File: src/rtl/lane_skew.sv
module lane_skew #(
  parameter int LANES = 3
) (
  input  logic             clk,
  input  logic             rst,
  input  logic [LANES-1:0] din,
  output logic [LANES-1:0] dout
);

  for (genvar g = 0; g < LANES; g++) begin : g_lane
    logic [g:0] stg;

    if (g == 0) begin : g_first
      always_ff @(posedge clk) begin
        if (rst) stg <= '0;
        else     stg <= din[g];
      end
    end else begin : g_deep
      always_ff @(posedge clk) begin
        if (rst) stg <= '0;
        else     stg <= {stg[g-1:0], din[g]};
      end
    end

    assign dout[g] = stg[g];
  end

endmodule

File: config.mk
export PLATFORM = sky130hd
export DESIGN_NAME = lane_skew
export DESIGN_NICKNAME = d
export VERILOG_FILES = /design/src/rtl/lane_skew.sv
export SDC_FILE = /design/constraint.sdc
export NUM_CORES = 1
export LEC_CHECK = 0
export BUFFER_PORTS_ARGS = -buffer_cell sky130_fd_sc_hd__buf_2
export CAP_MARGIN = 5
export CORE_AREA = 2 2 39 41
export DETAILED_ROUTE_END_ITERATION = 10
export DIE_AREA = 0 0 41 43
export PLACE_DENSITY = 0.3
export SLEW_MARGIN = 20
export SYNTH_ARGS = -nofsm -noshare
export SYNTH_HDL_FRONTEND = slang
export SYNTH_SLANG_ARGS = --single-unit
File: constraint.sdc
create_clock -name clk -period 0.8 [get_ports clk]
set_input_delay 0.08 -clock clk [delete_from_list [all_inputs] [get_ports clk]]
set_output_delay 0.08 -clock clk [all_outputs]
set_load 0.1 [all_outputs]
==> results.md <==
- Crit path from: g_lane[1].stg[1]
- Sw Pwr: about 0.15 mW
- DIE HEIGHT: roughly 43 µm
- Logic pwr share: 13.3%
- WP buf/inv: 1
- Initial DRC count: 1
- FP Rows: 14
- Status: finished, violations left
- Remaining DRCs: 0
- Share of cells above drive strength 1: 59.09%
- Yosys top cell area share: approximately two thirds
- CP endpoint kind: output pin
- Wirelength, routed: 214 µm
- Register bit count reported by yosys: 6
- Predominant post-synthesis flop cell: dfxtp_1
- Vias per inst: 2.737
- IO buf count: 7
- WP data arrival: ~0.74 ns
- Crit-path max cell delay: between 0.3 and 0.4 ns
- Largest net degree at the start of global routing: 7
- Number of flip-flops in the largest register: 6
- Largest regs: g_lane.stg x6
- Hold Path Class: input port to flip-flop
- Post-Route Utilization: 20.52%
- VDD IR max: 0.0009019 V
- Syn Area/Cell: 12.01 µm²
- Fin crit period: 0.8164 ns
- Grt ovf: 0
- Synthesis-to-finish area growth: 57.64%
- Post-Syn Area: 180.2 µm²
- Routed vias: 104
- Synth area leader: dfxtp_1
- Distinct cells, synth: 3
- # setup viols final: 3
- Clock-pin transition on the worst setup and hold timing paths: 0.04 ns
- TNS Setup: -0.04866 ns
- Synth Warn #: 0
- Number of CTS-inserted buffers: 3
- # fillers: 144
- P per Cell Area: 2365 nW/µm²
- CP max-delay cell: dfxtp_2
- Clk Tree Root Cell: clkbuf_4
- Register area share after synthesis: 66.67%
- TritonRoute pass-1 iters: 2
- GPL Wtd Cong: 0.6020
- Initial antenna violation count: 0
- Clock share of power: about 39%
- RSZ-0062 raised after global routing: yes
- Per-cell routed wire length: 5.632 µm
- Crit Path Max Fanout: 1
- Sw Ratio: 22.64%
- TritonCTS clock tree: built
- Final period util: 102.0%
- Cell internal pwr: between 0.5 and 0.6 mW
- CTS max path bufs: 2
- Largest reg by FF count: g_lane.stg
- Core area: roughly 1400 µm²
- Clock sinks: 6
- Worst setup path class: flip-flop to output pin
- Die width: 41 µm
- Final hold vios: 0
- I/O pin count: 8
- Asr flop ratio synth: 0%
- Vias in the first global route: 84
- Crit-path cells: buf_12
- Final Net Count: 29
- Seq pwr share: 47.8%
- Starting density of the core: 13.02%
- Worst-skew pair later-pin latency: 0.24 ns
- Leak: 0.1189 nW
- Hold WS: 0.04897 ns
- Commonest cells in the netlist: dfxtp_1, nor2b_1, buf_4
- Fmax: 1225 MHz
- Hold Startpoint: din[0]
- Post-synth EDFFs: 0
- Relative slew margins: about 93%
- Syn Nets: 20
- First-pass GRT wire length: just over 300 µm
- All-Layer GR Usage: 3.521%
- Critical R2R Launch: g_lane[2].stg[1]
- CP top delay family: flip-flops
- Post-route clock skew: 0.001502 ns
- Pins over their slew limit: 0
- Max-Cap Viols: 0
- H-tree lvl count: 1
- WP data required: roughly 0.72 ns
- Largest cells by area after synthesis: dfxtp_1, nor2b_1, buf_4
- Cells after Synth: 15
- PnR worst setup slack: -0.01639 ns
- Antenna Cells: 0
- Critical Path Source Type: flip-flop
- DRT antenna net count: 0
- Failing checks: setup timing
- Measured slew at the worst slew-check pin: 0.1042 ns
- Die area: 1763 µm²
area by class of cell:
cell class,count,area [µm²],area share (%)
clock buffers,3,22.52,7.930
multi-input cells,6,37.54,13.22
flip-flops and latches,6,123.9,43.61
well taps,16,20.02,7.048
repair buffers,7,80.08,28.19
power groups by stage:
stage | Combinational (mW) | Sequential, mW | Clock, mW
3_5_place_dp | 0.0900 | 0.325 | 0
4_1_cts | 0.0905 | 0.321 | 0.275
3_3_place_gp | 0.0894 | 0.324 | 0
5_1_grt | 0.0937 | 0.321 | 0.302
6_report | 0.0895 | 0.321 | 0.261
2_1_floorplan | 0.0617 | 0.321 | 0
metal layers:
layer,global-route usage (%),routed length (µm)
met5,0,0
met4,2.000,0
met3,7.853,45
met2,2.188,82
met1,3.236,86
worst paths after layout:
kind                            cells past startpoint                to  slack (ns)
worst max-delay path                                1           dout[1]       -0.02
worst min-delay path                                2     g_lane[0].stg        0.05
worst max register to register                      1  g_lane[2].stg[2]        0.29
worst min register to register                      1  g_lane[1].stg[1]        0.43
placed cells by master (no fill, tap or decap):
| master | count |
|---|---|
| nor2b_1 | 6 |
| clkbuf_4 | 3 |
| buf_12 | 3 |
| dfxtp_2 | 3 |
| buf_2 | 4 |
| dfxtp_1 | 3 |
per-stage QoR:
step	cells	total power, mW	setup WS (ns)	area [µm²]
finish	38	0.6718	-0.01639	284.0
global route	38	0.7166	-0.05315	284.0
CTS	38	0.6867	-0.02863	284.0
detailed placement	35	0.4148	0.2038	257.7
global placement	35	0.4138	0.2067	257.7
floorplan	15	0.3824	0.1617	180.2
cell families (layout without fill, tap and decap cells):
logic type | count (synthesis) | after routing | synth area share, %
flip-flops | 6 | 6 | 66.67
AND/OR/NAND/NOR | 6 | 6 | 20.84
buffers and inverters | 3 | 10 | 12.50
what timing repair did:
item                                   4_1_cts  5_1_grt
hold buffers                                 0        0
endpoints found under the hold margin        0        0
buffers inserted                             0        0
pin swaps                                    0        0
gates resized for setup                      3        0
setup endpoints to repair                    3        3
(Power assumes the default switching activity.)
